$ cat src/rtl/dram_bank_seq_pkg.sv
package dram_bank_seq_pkg;

  typedef enum logic [1:0] {
    KIND_HIT      = 2'd0,
    KIND_CONFLICT = 2'd1,
    KIND_IDLE     = 2'd2
  } acc_kind_e;

  typedef enum logic [2:0] {
    ST_IDLE = 3'd0,
    ST_PRE  = 3'd1,
    ST_ACT  = 3'd2,
    ST_TURN = 3'd3,
    ST_COL  = 3'd4,
    ST_CPRE = 3'd5
  } seq_state_e;

  function automatic int unsigned max3(int unsigned a, int unsigned b, int unsigned c);
    int unsigned m;
    m = (a > b) ? a : b;
    return (m > c) ? m : c;
  endfunction

endpackage

$ cat src/rtl/bank_row_tracker.sv
module bank_row_tracker #(
  parameter int unsigned ROW_W = 14
) (
  input  logic             clk_i,
  input  logic             rst_ni,
  input  logic             pre_stb_i,
  input  logic             act_stb_i,
  input  logic             col_stb_i,
  input  logic [ROW_W-1:0] row_i,
  input  logic             we_i,
  output logic             open_o,
  output logic [ROW_W-1:0] open_row_o,
  output logic             prev_valid_o,
  output logic             last_we_o
);

  logic             open_q;
  logic [ROW_W-1:0] open_row_q;
  logic             prev_valid_q;
  logic             last_we_q;

  // precharge drops the row at its first cycle
  always_ff @(posedge clk_i or negedge rst_ni) begin
    if (!rst_ni) begin
      open_q     <= 1'b0;
      open_row_q <= '0;
    end else if (pre_stb_i) begin
      open_q <= 1'b0;
    end else if (act_stb_i) begin
      open_q     <= 1'b1;
      open_row_q <= row_i;
    end
  end

  always_ff @(posedge clk_i or negedge rst_ni) begin
    if (!rst_ni) begin
      prev_valid_q <= 1'b0;
      last_we_q    <= 1'b0;
    end else if (col_stb_i) begin
      prev_valid_q <= 1'b1;
      last_we_q    <= we_i;
    end
  end

  assign open_o       = open_q;
  assign open_row_o   = open_row_q;
  assign prev_valid_o = prev_valid_q;
  assign last_we_o    = last_we_q;

  a_r3_act_idle_bank: assert property (@(posedge clk_i) disable iff (!rst_ni)
    act_stb_i |-> !open_q);

  a_r2_pre_active_bank: assert property (@(posedge clk_i) disable iff (!rst_ni)
    pre_stb_i |-> open_q);

  a_r4_pre_closes: assert property (@(posedge clk_i) disable iff (!rst_ni)
    pre_stb_i |=> !open_q);

endmodule

$ cat src/rtl/bank_access_classifier.sv
module bank_access_classifier
  import dram_bank_seq_pkg::*;
#(
  parameter int unsigned ROW_W = 14
) (
  input  logic             open_i,
  input  logic [ROW_W-1:0] open_row_i,
  input  logic [ROW_W-1:0] req_row_i,
  input  logic             prev_valid_i,
  input  logic             last_we_i,
  input  logic             req_we_i,
  output acc_kind_e        kind_o,
  output logic             turn_o
);

  always_comb begin
    if (!open_i)                    kind_o = KIND_IDLE;
    else if (open_row_i == req_row_i) kind_o = KIND_HIT;
    else                            kind_o = KIND_CONFLICT;
  end

  assign turn_o = prev_valid_i && (last_we_i != req_we_i);

endmodule

$ cat src/rtl/bank_phase_timer.sv
module bank_phase_timer #(
  parameter int unsigned CNT_W = 2
) (
  input  logic             clk_i,
  input  logic             rst_ni,
  input  logic             clr_i,
  output logic [CNT_W-1:0] cnt_o
);

  logic [CNT_W-1:0] cnt_q;

  always_ff @(posedge clk_i or negedge rst_ni) begin
    if (!rst_ni)    cnt_q <= '0;
    else if (clr_i) cnt_q <= '0;
    else            cnt_q <= cnt_q + 1'b1;
  end

  assign cnt_o = cnt_q;

endmodule

$ cat src/rtl/dram_bank_seq.sv
module dram_bank_seq
  import dram_bank_seq_pkg::*;
#(
  parameter int unsigned ROW_W   = 14,
  parameter int unsigned COL_W   = 10,
  parameter int unsigned PRE_CYC = 3,
  parameter int unsigned ACT_CYC = 3,
  parameter int unsigned COL_CYC = 3
) (
  input  logic             clk_i,
  input  logic             rst_ni,
  input  logic             req_valid_i,
  input  logic [ROW_W-1:0] req_row_i,
  input  logic [COL_W-1:0] req_col_i,
  input  logic             req_we_i,
  input  logic             close_page_i,
  output logic             busy_o,
  output logic             pre_o,
  output logic             act_o,
  output logic             col_o,
  output logic [ROW_W-1:0] cmd_row_o,
  output logic [COL_W-1:0] cmd_col_o,
  output logic             cmd_we_o,
  output logic             done_o,
  output logic             hit_o,
  output logic [1:0]       kind_o
);

  localparam int unsigned MaxCyc = max3(PRE_CYC, ACT_CYC, COL_CYC);
  localparam int unsigned CntW   = (MaxCyc < 2) ? 1 : $clog2(MaxCyc);

  seq_state_e       state_q, state_d;
  logic [CntW-1:0]  cnt;
  logic             first, last;
  logic             accept;

  logic [ROW_W-1:0] row_q;
  logic [COL_W-1:0] col_q;
  logic             we_q, close_q, turn_q;
  acc_kind_e        kind_q;

  logic             open, prev_valid, last_we, turn_now;
  logic [ROW_W-1:0] open_row;
  acc_kind_e        kind_now;

  bank_row_tracker #(.ROW_W(ROW_W)) i_tracker (
    .clk_i        (clk_i),
    .rst_ni       (rst_ni),
    .pre_stb_i    (pre_o),
    .act_stb_i    (act_o),
    .col_stb_i    (col_o),
    .row_i        (row_q),
    .we_i         (we_q),
    .open_o       (open),
    .open_row_o   (open_row),
    .prev_valid_o (prev_valid),
    .last_we_o    (last_we)
  );

  bank_access_classifier #(.ROW_W(ROW_W)) i_classifier (
    .open_i       (open),
    .open_row_i   (open_row),
    .req_row_i    (req_row_i),
    .prev_valid_i (prev_valid),
    .last_we_i    (last_we),
    .req_we_i     (req_we_i),
    .kind_o       (kind_now),
    .turn_o       (turn_now)
  );

  bank_phase_timer #(.CNT_W(CntW)) i_timer (
    .clk_i  (clk_i),
    .rst_ni (rst_ni),
    .clr_i  (state_d != state_q),
    .cnt_o  (cnt)
  );

  assign accept = req_valid_i && (state_q == ST_IDLE);
  assign first  = (cnt == '0);

  always_comb begin
    unique case (state_q)
      ST_PRE, ST_CPRE: last = (cnt == CntW'(PRE_CYC - 1));
      ST_ACT:          last = (cnt == CntW'(ACT_CYC - 1));
      ST_COL:          last = (cnt == CntW'(COL_CYC - 1));
      default:         last = 1'b1;
    endcase
  end

  always_comb begin
    state_d = state_q;
    unique case (state_q)
      ST_IDLE: if (accept) begin
        unique case (kind_now)
          KIND_HIT:      state_d = turn_now ? ST_TURN : ST_COL;
          KIND_CONFLICT: state_d = ST_PRE;
          default:       state_d = ST_ACT;
        endcase
      end
      ST_PRE:  if (last) state_d = ST_ACT;
      ST_ACT:  if (last) state_d = turn_q ? ST_TURN : ST_COL;
      ST_TURN: state_d = ST_COL;
      ST_COL:  if (last) state_d = close_q ? ST_CPRE : ST_IDLE;
      ST_CPRE: if (last) state_d = ST_IDLE;
      default: state_d = ST_IDLE;
    endcase
  end

  always_ff @(posedge clk_i or negedge rst_ni) begin
    if (!rst_ni) state_q <= ST_IDLE;
    else         state_q <= state_d;
  end

  always_ff @(posedge clk_i or negedge rst_ni) begin
    if (!rst_ni) begin
      row_q   <= '0;
      col_q   <= '0;
      we_q    <= 1'b0;
      close_q <= 1'b0;
      turn_q  <= 1'b0;
      kind_q  <= KIND_IDLE;
    end else if (accept) begin
      row_q   <= req_row_i;
      col_q   <= req_col_i;
      we_q    <= req_we_i;
      close_q <= close_page_i;
      turn_q  <= turn_now;
      kind_q  <= kind_now;
    end
  end

  assign busy_o    = (state_q != ST_IDLE);
  assign pre_o     = ((state_q == ST_PRE) || (state_q == ST_CPRE)) && first;
  assign act_o     = (state_q == ST_ACT) && first;
  assign col_o     = (state_q == ST_COL) && first;
  assign done_o    = (state_q == ST_COL) && last;
  assign hit_o     = done_o && (kind_q == KIND_HIT);
  assign kind_o    = kind_q;
  assign cmd_row_o = row_q;
  assign cmd_col_o = col_q;
  assign cmd_we_o  = we_q;

  initial begin
    a_r1_phase_len: assert (PRE_CYC >= 1 && ACT_CYC >= 1 && COL_CYC >= 1);
  end

  a_r2_one_cmd: assert property (@(posedge clk_i) disable iff (!rst_ni)
    $onehot0({pre_o, act_o, col_o}));

  a_r8_accept_busy: assert property (@(posedge clk_i) disable iff (!rst_ni)
    (req_valid_i && !busy_o) |=> busy_o);

  a_r8_busy_holds_row: assert property (@(posedge clk_i) disable iff (!rst_ni)
    (busy_o && $past(busy_o)) |-> $stable(cmd_row_o));

  a_r9_done_single: assert property (@(posedge clk_i) disable iff (!rst_ni)
    done_o |=> !done_o);

  a_r9_hit_with_done: assert property (@(posedge clk_i) disable iff (!rst_ni)
    hit_o |-> done_o);

  a_r6_close_pre: assert property (@(posedge clk_i) disable iff (!rst_ni)
    (done_o && close_q) |=> (pre_o && busy_o));

  a_r5_open_release: assert property (@(posedge clk_i) disable iff (!rst_ni)
    (done_o && !close_q) |=> !busy_o);

endmodule

$ cat config.mk
export PLATFORM = sky130hd
export DESIGN_NAME = dram_bank_seq
export DESIGN_NICKNAME = d
export VERILOG_FILES = /design/src/rtl/dram_bank_seq_pkg.sv /design/src/rtl/bank_row_tracker.sv /design/src/rtl/bank_access_classifier.sv /design/src/rtl/bank_phase_timer.sv /design/src/rtl/dram_bank_seq.sv
export SDC_FILE = /design/constraint.sdc
export NUM_CORES = 1
export LEC_CHECK = 0
export ABC_AREA = 1
export BUFFER_PORTS_ARGS = -buffer_cell sky130_fd_sc_hd__clkbuf_2
export CAP_MARGIN = 30
export CORE_MARGIN = 1
export CORE_UTILIZATION = 52
export CTS_CLUSTER_SIZE = 28
export DETAILED_ROUTE_END_ITERATION = 6
export GPL_TIMING_DRIVEN = 0
export PLACE_DENSITY = 0.89
export SLEW_MARGIN = 5
export SYNTH_ARGS = -nofsm -noshare
export SYNTH_HDL_FRONTEND = slang
export SYNTH_SLANG_ARGS = --single-unit
$ cat constraint.sdc
create_clock -name clk_i -period 1.7 [get_ports clk_i]
set_input_delay 0.255 -clock clk_i [delete_from_list [all_inputs] [get_ports clk_i]]
set_output_delay 0.255 -clock clk_i [all_outputs]
set_load 0.02 [all_outputs]
Word-level counts from Yosys, hierarchy flattened. Index checks and enable logic that the tools add are counted.

Word-level logic and storage cells: 56. Flip-flop bits (word level): 51. Output and inout port bits: 33. Bits of input ports: 29.

Bitwise operators: 1. Reduce and logical (&&, ||, !) cells: 16. $add $sub $neg: 1. Mux-type cells: 16. Eq/ne operators: 10.

Operators by type and width (number): 2-to-1 mux 3 bit (8); one-hot mux 3 bit (6 select lines) (1); equality test 14 bit (1); logical AND 1 bit (7); equality test 3 x 2 -> 1 bit (second input constant) (2); equality test 3 bit (second input constant) (2); zero test 2 bit (3); one-hot mux 3 bit (2 select lines) (1); 2-to-1 mux 1 bit (4); 2-to-1 mux 2 bit (2); OR reduction 4 bit (1); equality test 3 x 1 -> 1 bit (second input constant) (1); zero test 3 bit (1); inequality test 3 bit (1); nonzero test 3 bit (1); adder 2 x 1 -> 2 bit (second input constant) (1); equality test 2 x 1 -> 1 bit (second input constant) (1); equality test 2 bit (second input constant) (1); AND reduction 2 bit (1); nonzero test 2 bit (1); logical OR 1 bit (1); inequality test 1 bit (1); inverter 1 bit (1).

Logic depth before layout (Yosys ltp). Gate-level depths: netlist of run 1.

Depth in word-level cells: 9. Depth in mapped cells: 12. Gate-level depth less buffers: 12.

Hierarchy. A second synthesis of run 1 with hierarchy kept.

Cell total of the unflattened synthesis: 342. Area, all modules: 2508.7 µm².

Modules (own cells, without submodules): dram_bank_seq (sequential area each 802.0 µm², times used 1, area an instance 1467.7 µm², cells an instance 185); bank_row_tracker (sequential area each 425.4 µm², times used 1, area an instance 660.6 µm², cells an instance 70); bank_access_classifier (sequential area each 0.0 µm², times used 1, area an instance 307.8 µm², cells an instance 79); bank_phase_timer (sequential area each 50.0 µm², times used 1, area an instance 72.6 µm², cells an instance 8).

Worst setup path before layout of run 1. No wires, ideal clock.

Path kind: flip-flop to output port. Start point: register i_timer.cnt_q[0] (netlist: i_timer.cnt_o[0]). End point: output port hit_o. Stages on the path, launching flop included: 5. Required time: 1.445 ns. Arrival time: 1.174 ns. Path slack: 0.271 ns. Buffers on the path: 0. Cells stage by stage: dfrtp_1 inv_1 ha_1 nand2_1 nor3_1.

Cells in the longest elaborated chain, start to end: 4.

RTL lines: start, declared (RTL line bank_phase_timer.sv:10) `logic [CNT_W-1:0] cnt_q;`; start signal, assigned (RTL line bank_phase_timer.sv:15) `else cnt_q <= cnt_q + 1'b1;`; equality test 2 bit (RTL line dram_bank_seq.sv:83, dram_bank_seq.sv:84, dram_bank_seq.sv:85); 2-to-1 mux 1 bit; logical AND 1 bit (RTL line dram_bank_seq.sv:136) `assign done_o = (state_q == ST_COL) && last;`; logical AND 1 bit (RTL line dram_bank_seq.sv:137) `assign hit_o = done_o && (kind_q == KIND_HIT);`; end, declared (RTL line dram_bank_seq.sv:25) `output logic hit_o,`.

Every way passes these cells.

Worst setup path after layout of run 1.
Start point: register state_q[1]. End point: register i_timer.cnt_q[1] (netlist: i_timer.cnt_o[1]).

Cells in the longest elaborated chain, start to end: 7. Elaborated cells between the ends (all ways): 17. Those cells by class: eq/ne (6); mux (8); reduce/logical (3).

RTL lines: start, declared (RTL line dram_bank_seq.sv:32) `seq_state_e state_q, state_d;`; start signal, assigned (RTL line dram_bank_seq.sv:111) `else state_q <= state_d;`; equality test 3 x 1 -> 1 bit, or another cell as far along (RTL line dram_bank_seq.sv:82, dram_bank_seq.sv:92); OR reduction 4 bit (no source line); 2-to-1 mux 1 bit; 2-to-1 mux 3 bit (on tied branches); one-hot mux 3 bit (6 select lines) * (RTL line dram_bank_seq.sv:92) `unique case (state_q)`; via state_d[2] (RTL line dram_bank_seq.sv:32); inequality test 3 bit * (RTL line dram_bank_seq.sv:74) `.clr_i (state_d != state_q),`; 2-to-1 mux 2 bit * (RTL line bank_phase_timer.sv:14) `else if (clr_i) cnt_q <= '0;`.

The timed path passes the listed nets; every way through them passes the cells marked *. A chain may end at the register's enable or synchronous reset.

==> impl_metrics.yaml, run 1 <==
clock_network:
  clk-insertion-delay-late_ns: 0.31
  cts_htree_levels: 2
  clock-root-buffer: "sky130_fd_sc_hd__clkbuf_8"
  clockBufferDepth: 2
  clock-sinks: 51
  tritoncts.num_buffers: 5
  cts_tree: "built"
  clk_transition_reported_paths_ns: 0.10
finish:
  diode_insertion_count_for_antenna_repair: 0
  n_fill_cell: 345
  final_cell_area_um2: 3024
  post_layout_net_count: 407
  layout.core_utilization_pct: 68.98
  layout-drive-gt1-share_pct: 29.71
  syn_to_final_growth_pct: 27.01
sta:
  rsz0062_at_grt: "yes"
  timing.final.setup_violations: 2
  fin_worst_skew_ns: 0.007978
  setup_ws_ns: -0.01730
  post-route-period-util_pct: 101.0
  timing.slew.headroom_pct: 60.20
  finalCriticalPeriod_ns: 1.717
  worst_slew_pin_slew_ns: 0.5970
  clock.fmax_ghz: 0.5823
  final-hold-violation-count: 0
  setup_tns_ns: -0.02918
  finalHoldWorstSlack_ns: 0.1338
  timing_max_transition_violations_final: 0
critical_path:
  timing.critical_path.from: "state_q[1]"
  critical_path_cell_count: 9
  timing.rr.start: "state_q[1]"
  timing.reg2reg.worst_path_depth: 9
  regToRegEndpoint: "i_timer.cnt_o[1]"
  cp_delay_by_family_top: "simple AND/OR/NAND/NOR gates"
  critPathArrivalTime_ns: 1.92
  critPathRequiredTime_ns: 1.91
  critical_path.cell_chain: "buf_4, nor2_4, nand3_4, nor2_4, nand4_1, nand2_1, nand2_1, nand3_2, nor3_2"
  crit_path_end_kind: "flop"
  worstSetupEndpoint: "i_timer.cnt_o[1]"
  worstPathBufferInverterCount: 1
  worst_path_class_setup: "reg2reg"
  crit_path_max_fanout: 7
  setup.reg_to_reg.worst_slack_ns: -0.02
  timing.critical_path.slowest_cell_delay_ns: 0.42
  critical_path.slowest_cell: "sky130_fd_sc_hd__dfrtp_2"
  timing.critical_path.from_type: "flop"
place:
  port_buffers: 61
  dp_hpwl_um: 3822
  routabilityCongestion: 0.8851
  postPlaceCellArea_um2: 2771
  preCtsSetupSlack_ns: -0.03979
power_and_ir_drop:
  power-per-cell-area_nw_per_um2: 1791
  ir_drop_mv: 1.166
  leakagePower_uw: 0.001653
status:
  run_status: "complete, but fails checks"
  failed_checks: "setup timing"
floorplanning:
  die_y_um: 69.67
  rows: 24
  die_area_um2: 4853
  start_util_pct: 54.31
  floorplan.die.width_um: 69.67
  design.core.area_um2: 4384
  floorplan.io_pins: 62
synth:
  syn-mean-instance-area_um2: 7.990
  synthesis.instances: 298
  synth.yosys.warnings: 0
  synth.distinct_cells: 28
  post_synth_instance_area_um2: 2381
  synth.yosys.seq_area_share_pct: 53.65
  syn_nets: 329
  ys_seq_elements: 51
detailed_routing:
  detailedRoute.firstPassIterationCount: 4
  via_count: 2172
  drt_first_iter_violations: 138
  routed_wire_length_per_instance_um: 12.73
  finalWirelength_um: 5462
  vias_per_cell: 5.063
  route.detailed.drc: 0
  ant_nets: 0
min_path:
  worst_hold_path_type: "in2reg"
global_routing:
  first_global_vias: 2058
  overall_routing_resource_usage_pct: 22.78
  antenna_violations_before_repair: 0
  grt-ovfl-total: 0
  grt_first_pass_wirelength_um: 8714
  grt_start_max_net_pins: 30
run:
  max_cap_violations: 0
[worst min path at each step]
stage	to	depth (start not counted)	slack (ns)	from
CTS	cmd_col_o[0]	3	0.13	req_col_i[0]
global route	cmd_col_o[8]	3	0.14	req_col_i[8]
detailed placement	cmd_col_o[5]	1	0.29	rst_ni
floorplan	close_q	0	-0.04	rst_ni
finish	cmd_col_o[0]	3	0.13	req_col_i[0]
global placement	kind_o[1]	1	0.41	i_tracker.open_o
[where the power goes]
group / switching, uW / leakage, uW / internal (uW)
Clock: 421 / 0.0000483 / 291
Sequential: 376 / 0.000635 / 1760
Combinational: 1650 / 0.000970 / 912
Total: 2450 / 0.00165 / 2970
[worst register-to-register path, stage by stage, from the launching register on]
cell and delay (ns):
sky130_fd_sc_hd__dfrtp_2 0.42, sky130_fd_sc_hd__buf_4 0.15, sky130_fd_sc_hd__nor2_4 0.14, sky130_fd_sc_hd__nand3_4 0.16, sky130_fd_sc_hd__nor2_4 0.20, sky130_fd_sc_hd__nand4_1 0.17, sky130_fd_sc_hd__nand2_1 0.13, sky130_fd_sc_hd__nand2_1 0.09
sky130_fd_sc_hd__nand3_2 0.10, sky130_fd_sc_hd__nor3_2 0.05
[layout by cell type, fill, tap and decap left out, drive strengths merged, types with 2 or more instances in the layout]
cell type | synthesis | layout
dfrtp | 50 | 50
xnor2 | 2 | 2
ha | 2 | 2
clkinv | 0 | 3
nor3 | 4 | 4
inv | 41 | 41
a21oi | 4 | 4
nor2 | 13 | 13
nand2 | 126 | 126
nand3 | 10 | 10
buf | 3 | 15
clkbuf | 4 | 67
o21ai | 33 | 33
[flip-flops by register name (all words and copies together), names as in the netlist]
signal,flops
turn_q,1
cmd_we_o,1
i_timer.cnt_o,2
cmd_col_o,10
state_q,3
i_tracker.open_o,1
close_q,1
cmd_row_o,14
i_tracker.last_we_o,1
i_tracker.open_row_o,14
kind_o,2
i_tracker.prev_valid_o,1
[Yosys cell counts, drive strengths merged]
cell type	count	area (um2)
a22o	1	8.760
and3	1	6.260
ha	2	25.02
buf	3	20.01
clkbuf	4	15.01
a21oi	4	27.53
nand4	1	6.260
dfrtp	50	1251
nor3	4	25.02
or2	1	6.260
o21bai	1	7.510
nand3	10	67.57
nor2	13	73.82
nand2	126	478.0
inv	41	153.9
o21ai	33	165.2
xnor2	2	17.52
dfstp	1	26.28
[what timing repair did]
item	4_1_cts	5_1_grt
endpoints found under the hold margin	22	0
hold buffers	1	0
endpoints found under the setup margin	2	6
resized for setup	14	17
buffers inserted	4	5
pin swaps	4	7
[cells by family after synthesis]
| logic type | synth area share (%) |
|---|---|
| xor gates and xnor gates | 0.7358 |
| adders and majority gates | 1.051 |
| AOI/OAI and AO/OA | 8.776 |
| and+or+nand+nor | 27.85 |
| buffers and inverters | 7.934 |
| DFF | 53.65 |
[layout make-up]
| type | count | area (um2) | area share [%] |
|---|---|---|---|
| buffer | 6 | 27.53 | 0.9102 |
| clock buffer | 5 | 68.82 | 2.276 |
| clock inverter | 3 | 18.77 | 0.6206 |
| inverter | 41 | 161.4 | 5.337 |
| multi-input combinational | 199 | 979.7 | 32.40 |
| sequential | 51 | 1280 | 42.33 |
| tap | 52 | 65.06 | 2.151 |
| timing repair buffer | 72 | 422.9 | 13.98 |
[routing by layer]
layer  up-vias  share of wire, %  global-route usage (%)  routed length (um)
li1       1070                 -                       -                   -
met5         -                 0                       0                   0
met1      1018                44                   29.34                2398
met2        69                49                   38.51                2694
met3        15               4.6                   3.488                 253
met4         0               2.1                   9.556                 117
[metrics by stage]
stage          power (uW)  cells
2_1_floorplan        3676    298
3_3_place_gp         4332    411
3_5_place_dp         4442    412
4_1_cts              5251    424
5_1_grt              5820    429
6_report             5416    429
Power figures use the tool's default switching activity.
==> inputs of run 2 (changes only) <==
CORE_UTILIZATION = 53   (was 52)
SYNTH_HIERARCHICAL = 1   (was not set)
==> impl_metrics.yaml, run 2 <==
status:
  run_status: "complete, but fails checks"
  failed_checks: "setup timing"
floorplanning:
  rows: 24
  die_y_um: 70.80
  design.core.area_um2: 4444
  floorplan.io_pins: 62
  die_area_um2: 5013
  start_util_pct: 56.45
  floorplan.die.width_um: 70.80
place:
  dp_hpwl_um: 4066
  routabilityCongestion: 0.9167
  port_buffers: 61
  postPlaceCellArea_um2: 2905
synth:
  post_synth_instance_area_um2: 2509
  synth_enable_flop_cells: 0
  synth.cells.most_frequent: "sky130_fd_sc_hd__nand2_1, sky130_fd_sc_hd__dfrtp_1, sky130_fd_sc_hd__inv_1"
  netlist.top_cell.by_area: "sky130_fd_sc_hd__dfrtp_1"
  syn_nets: 371
  ys.flop_type: "sky130_fd_sc_hd__dfrtp_1"
  synth.distinct_cells: 24
  synth.yosys.warnings: 6
  synthDominantCellAreaShare_pct: 49.88
  synthArstFlopShare_pct: 100.0
  ys_seq_elements: 51
  syn-mean-instance-area_um2: 7.335
  synthesis.instances: 342
  synth_top_cells_by_area: "sky130_fd_sc_hd__dfrtp_1, sky130_fd_sc_hd__nand2_1, sky130_fd_sc_hd__inv_1"
  synth_most_common_cell: "sky130_fd_sc_hd__nand2_1"
  synth.yosys.seq_area_share_pct: 50.92
sta:
  worst_slew_pin_slew_ns: 0.4691
  timing.slew.headroom_pct: 68.72
  fin_worst_skew_ns: 0.006793
  setup_ws_ns: -0.2226
  clock.fmax_ghz: 0.5201
  post-route-period-util_pct: 113.1
  finalCriticalPeriod_ns: 1.923
  timing_max_transition_violations_final: 0
  timing.final.setup_violations: 3
  rsz0062_at_grt: "yes"
  finalHoldWorstSlack_ns: 0.1389
  final-hold-violation-count: 0
detailed_routing:
  drt_first_iter_violations: 236
  ant_nets: 0
  vias_per_cell: 5.078
  routed_wire_length_per_instance_um: 13.05
  route.detailed.drc: 0
  finalWirelength_um: 6184
  detailedRoute.firstPassIterationCount: 7
  via_count: 2407
power_and_ir_drop:
  internal-power_uw: 3188
  power_uw: 6006
  power-per-cell-area_nw_per_um2: 1913
  share_clk_of_total_power_pct: 11.1
  net_sw_power_uw: 2818
  ir_drop_mv: 0.9861
  comb_power_share_pct: 52.0
  leakagePower_uw: 0.001839
  pwr-share-seq_pct: 36.9
  netSwitchingFraction_pct: 46.91
critical_path:
  critPathRequiredTime_ns: 1.91
  crit_path_max_fanout: 3
  timing.critical_path.slowest_cell_delay_ns: 0.38
  critical_path.slowest_cell: "sky130_fd_sc_hd__dfrtp_1"
  cp_delay_by_family_top: "simple AND/OR/NAND/NOR gates"
  crit_path_end_kind: "flop"
  critical-path-top-cell-by-count: "sky130_fd_sc_hd__nand2_1"
  timing.critical_path.from_type: "flop"
  worst_path_class_setup: "reg2reg"
  worstPathBufferInverterCount: 2
  critical_path.cell_chain: "inv_1, nand2_1, nand2_1, nor2_1, nand2_1, nor2_1, a21oi_2, or2_4, nor2_4, nand2_1, nand2_1, nor2_2, nand3_2, a21oi_2, nand2_1, inv_1, nand2_1, nor2_1"
  critPathArrivalTime_ns: 2.13
finish:
  layout.core_utilization_pct: 70.64
  layout.area.seq_um2: 1281
  syn_to_final_growth_pct: 25.14
  multiInputGateArea_um2: 1087
  diode_insertion_count_for_antenna_repair: 0
  n_fill_cell: 367
  final_common_cell: "sky130_fd_sc_hd__nand2_1"
  final_cell_area_um2: 3139
  post_layout_net_count: 450
  layout-drive-gt1-share_pct: 29.15
  final_cell_mix: "sky130_fd_sc_hd__nand2_1, sky130_fd_sc_hd__clkbuf_2, sky130_fd_sc_hd__dfrtp_1, sky130_fd_sc_hd__inv_1, sky130_fd_sc_hd__nor2_1"
global_routing:
  first_global_vias: 2200
  grt-ovfl-total: 0
  grt_first_pass_wirelength_um: 9763
  grt_start_max_net_pins: 35
  antenna_violations_before_repair: 0
  overall_routing_resource_usage_pct: 25.13
clock_network:
  cts_tree: "built"
  cts_htree_levels: 2
  clockBufferDepth: 2
  clock-root-buffer: "sky130_fd_sc_hd__clkbuf_8"
  clk-insertion-delay-late_ns: 0.30
  tritoncts.num_buffers: 5
  clock-sinks: 51
  clk_transition_reported_paths_ns: 0.09
min_path:
  worst_hold_path_type: "in2reg"
run:
  max_cap_violations: 0
run 2: cell count changes after synthesis, moves of 4 or more:
cell | before | now
sky130_fd_sc_hd__clkbuf_1 | 4 | 0
sky130_fd_sc_hd__nand2_1 | 124 | 169
sky130_fd_sc_hd__inv_1 | 37 | 33
sky130_fd_sc_hd__o21ai_0 | 32 | 4
sky130_fd_sc_hd__nor2_2 | 1 | 5
sky130_fd_sc_hd__nand2_2 | 2 | 6
sky130_fd_sc_hd__nor2_1 | 9 | 23
sky130_fd_sc_hd__nand3_1 | 8 | 18
run 2: worst register-to-register path, cell delays in order (launching register included):
cell	delay, ns
sky130_fd_sc_hd__dfrtp_1	0.38
sky130_fd_sc_hd__inv_1	0.07
sky130_fd_sc_hd__nand2_1	0.07
sky130_fd_sc_hd__nand2_1	0.05
sky130_fd_sc_hd__nor2_1	0.12
sky130_fd_sc_hd__nand2_1	0.08
sky130_fd_sc_hd__nor2_1	0.12
sky130_fd_sc_hd__a21oi_2	0.09
sky130_fd_sc_hd__or2_4	0.26
sky130_fd_sc_hd__nor2_4	0.09
sky130_fd_sc_hd__nand2_1	0.05
sky130_fd_sc_hd__nand2_1	0.07
sky130_fd_sc_hd__nor2_2	0.04
sky130_fd_sc_hd__nand3_2	0.05
sky130_fd_sc_hd__a21oi_2	0.05
sky130_fd_sc_hd__nand2_1	0.10
sky130_fd_sc_hd__inv_1	0.05
sky130_fd_sc_hd__nand2_1	0.05
sky130_fd_sc_hd__nor2_1	0.03
run 2: path summary, 6_finish.rpt:
kind	startpoint	endpoint	slack [ns]	cells past startpoint
max in group asynchronous	rst_ni	kind_o[1]	0.63	3
hold reg to reg	i_tracker/prev_valid_o	i_tracker/prev_valid_o	0.47	1
min in group asynchronous	rst_ni	cmd_col_o[1]	0.47	2
setup reg to reg	i_tracker/open_row_o[6]	i_timer/cnt_o[1]	-0.22	18
setup / recovery	i_tracker/open_row_o[6]	i_timer/cnt_o[1]	-0.22	18
hold / removal	req_col_i[1]	cmd_col_o[1]	0.14	3
run 2: area by class of cell:
cell class                      instances  share of cell area [%]
Buffer                                  9                   2.073
Clock buffer                            8                   2.551
Inverter                               41                   4.942
Multi-Input combinational cell        241                   34.64
Sequential cell                        51                   40.81
Tap cell                               52                   2.073
Timing Repair Buffer                   72                   12.91
run 2: cells by family (layout without fill, tap and decap cells):
logic type	Yosys count	after routing	share of synthesized area, %
and+or+nand+nor	229	229	37.31
buffers and inverters	50	130	8.778
DFF	51	51	50.92
AOI/OAI and AO/OA	10	10	2.294
xor gates and xnor gates	2	2	0.6984
run 2: repair_timing:
action / CTS / global route
hold buffers: 1 / 0
buffers inserted: 2 / 7
setup endpoints to repair: 14 / 8
endpoints found under the hold margin: 17 / 0
pin swaps: 4 / 11
resized for setup: 8 / 13
run 2: power groups by stage:
stage / Combinational [uW] / Sequential (uW) / Clock [uW]
floorplan: 1590 / 2510 / 0
global placement: 2650 / 2180 / 0
detailed placement: 2760 / 2200 / 0
CTS: 2870 / 2190 / 681
global route: 3460 / 2270 / 732
finish: 3120 / 2220 / 667
run 2: stage by stage:
step	setup TNS [ns]	std cells	worst slack [ns]
after floorplan	0	342	0.009878
after global routing	-0.9037	474	-0.4107
final	-0.4323	474	-0.2226
after global placement	-0.2687	455	-0.1699
after CTS	-0.2735	467	-0.1625
after detailed placement	-0.2961	456	-0.1798
run 2: metal layers:
| layer | vias to the layer above | GRT usage, % | wire, um |
|---|---|---|---|
| met2 | 80 | 41.67 | 3175 |
| met4 | 0 | 6.667 | 57 |
| met5 | - | 0 | 0 |
| li1 | 1185 | - | - |
| met1 | 1136 | 32.82 | 2603 |
| met3 | 6 | 6.980 | 348 |
==> inputs of run 3 (changes only) <==
==> constraint.sdc (replaced) <==
create_clock -name clk_i -period 1.7 [get_ports clk_i]
set_input_delay 0.34 -clock clk_i [delete_from_list [all_inputs] [get_ports clk_i]]
set_output_delay 0.34 -clock clk_i [all_outputs]
set_load 0.02 [all_outputs]
==> impl_metrics.yaml, run 3 (synthesis results as in run 2) <==
status:
  run_status: "complete, but fails checks"
  failed_checks: "DRC, setup timing"
global_routing:
  grt_use_met1_pct: 35.46
  first_global_vias: 2216
  grt-ovfl-total: 0
  antenna_violations_before_repair: 0
  top_usage_layer: "met2"
  overall_routing_resource_usage_pct: 25.84
  grt_first_pass_wirelength_um: 10080
  grt_start_max_net_pins: 36
  groute.layer.met3.usage_pct: 5.128
  grt.met2_usage_pct: 39.96
critical_path:
  critical-path-top-cell-by-count: "sky130_fd_sc_hd__nand2_1"
  timing.critical_path.from_type: "flop"
  worst_path_class_setup: "reg2reg"
  critical_path.slowest_cell: "sky130_fd_sc_hd__dfrtp_1"
  critPathRequiredTime_ns: 1.94
  timing.critical_path.slowest_cell_delay_ns: 0.41
  critical_path.cell_chain: "inv_1, nand2_1, nand2_1, nor2_1, nand2_1, nor2_2, a21oi_2, or2_4, nor2_2, nand2_1, nand2_1, nor2_2, nand3_1, a21oi_1, nand2_1, inv_1, nand2_1, nor2_1"
  setup.reg_to_reg.worst_slack_ns: -0.21
  crit_path_max_fanout: 3
  crit_path_end_kind: "flop"
  critPathArrivalTime_ns: 2.16
clock_network:
  clk_transition_reported_paths_ns: 0.09
  tritoncts.num_buffers: 5
  clockBufferDepth: 2
  clk-insertion-delay-late_ns: 0.31
  cts_htree_levels: 2
  clock-sinks: 51
  clock-root-buffer: "sky130_fd_sc_hd__clkbuf_8"
  cts_tree: "built"
detailed_routing:
  vias_per_cell: 5.075
  ant_nets: 0
  via_count: 2421
  routed_wire_length_per_instance_um: 12.93
  drt_first_iter_violations: 215
  route.detailed.drc: 6
  finalWirelength_um: 6166
  detailedRoute.firstPassIterationCount: 7
floorplanning:
  start_util_pct: 56.45
  die_area_um2: 5013
  die_y_um: 70.80
  rows: 24
  floorplan.die.width_um: 70.80
  design.core.area_um2: 4444
  floorplan.io_pins: 62
finish:
  layout-drive-gt1-share_pct: 30.35
  diode_insertion_count_for_antenna_repair: 0
  final_cell_count_no_fill: 477
  final_cell_area_um2: 3223
  syn_to_final_growth_pct: 28.48
  final_cell_mix: "sky130_fd_sc_hd__nand2_1, sky130_fd_sc_hd__clkbuf_2, sky130_fd_sc_hd__dfrtp_1, sky130_fd_sc_hd__inv_1, sky130_fd_sc_hd__buf_4"
  n_fill_cell: 323
  final_common_cell: "sky130_fd_sc_hd__nand2_1"
  post_layout_net_count: 453
  multiInputGateArea_um2: 1082
  layout.area.seq_um2: 1282
sta:
  timing.slew.headroom_pct: 68.55
  post-route-period-util_pct: 112.4
  timing_max_transition_violations_final: 0
  finalCriticalPeriod_ns: 1.912
  rsz0062_at_grt: "yes"
  worst_slew_pin_slew_ns: 0.4717
  setup_ws_ns: -0.2116
  fin_worst_skew_ns: 0.007636
  setup_tns_ns: -0.4453
  clock.fmax_ghz: 0.5231
  timing.final.setup_violations: 3
  final-hold-violation-count: 0
place:
  routabilityCongestion: 0.9642
  place_inst: 456
  port_buffers: 61
  dp_hpwl_um: 4063
  postPlaceCellArea_um2: 2912
  preCtsSetupSlack_ns: -0.2816
min_path:
  worst_hold_path_type: "in2reg"
power_and_ir_drop:
  power_uw: 6368
  ir_drop_mv: 1.057
  power-per-cell-area_nw_per_um2: 1976
  leakagePower_uw: 0.001883
run:
  max_cap_violations: 0
## run 3: critical path, delay by kind of cell, from the launching register on
| kind | cells | cell delay (ns) |
|---|---|---|
| and+or+nand+nor | 14 | 1.02 |
| buffers and inverters | 2 | 0.12 |
| AOI/OAI and AO/OA | 2 | 0.30 |
| DFF | 1 | 0.41 |
## run 3: layout make-up
class | count | area share (%)
Buffer | 9 | 2.019
Clock buffer | 6 | 2.252
Clock inverter | 2 | 1.863
Inverter | 41 | 4.969
Multi-Input combinational cell | 241 | 33.58
Sequential cell | 51 | 39.79
Tap cell | 52 | 2.019
Timing Repair Buffer | 75 | 13.51
## run 3: report_power, final
group	internal, uW	leakage (uW)	total (uW)	switching, uW
logic	1150	0.00118	3140	2000
registers	1780	0.000633	2240	452
clock network	588	0.0000654	990	401
total	3520	0.00188	6370	2850
## run 3: path summary, 6_finish.rpt
| check | endpoint | cells past startpoint | startpoint |
|---|---|---|---|
| setup / recovery | i_timer/cnt_o[1] | 18 | i_tracker/open_row_o[9] |
| hold / removal | cmd_col_o[3] | 3 | req_col_i[3] |
| setup reg to reg | i_timer/cnt_o[1] | 18 | i_tracker/open_row_o[9] |
| hold reg to reg | i_tracker/prev_valid_o | 1 | i_tracker/prev_valid_o |
| max in group asynchronous | i_tracker/open_row_o[6] | 3 | rst_ni |
| min in group asynchronous | i_timer/cnt_o[1] | 2 | rst_ni |
## run 3: per-layer routing
metal / up-vias / wire length, um
met1: 1125 / 2734
met2: 90 / 2955
met5: - / 0
met3: 12 / 360
met4: 0 / 116
li1: 1194 / -
## run 3: metrics by stage
stage / utilization (%) / hold slack, ns
after floorplan: - / 0.04441
after global placement: 65.06 / 0.4518
after detailed placement: 65.51 / 0.3095
after CTS: 70.52 / 0.2173
after global routing: 72.52 / 0.2194
final: 72.52 / 0.2219
## run 3: what timing repair did
action / in CTS / in global routing
hold endpoints to repair: 15 / 0
gates resized for setup: 12 / 18
setup endpoints to repair: 15 / 9
setup buffers: 6 / 6
pin swaps: 13 / 11
cloned: 0 / 0
hold buffers: 1 / 0
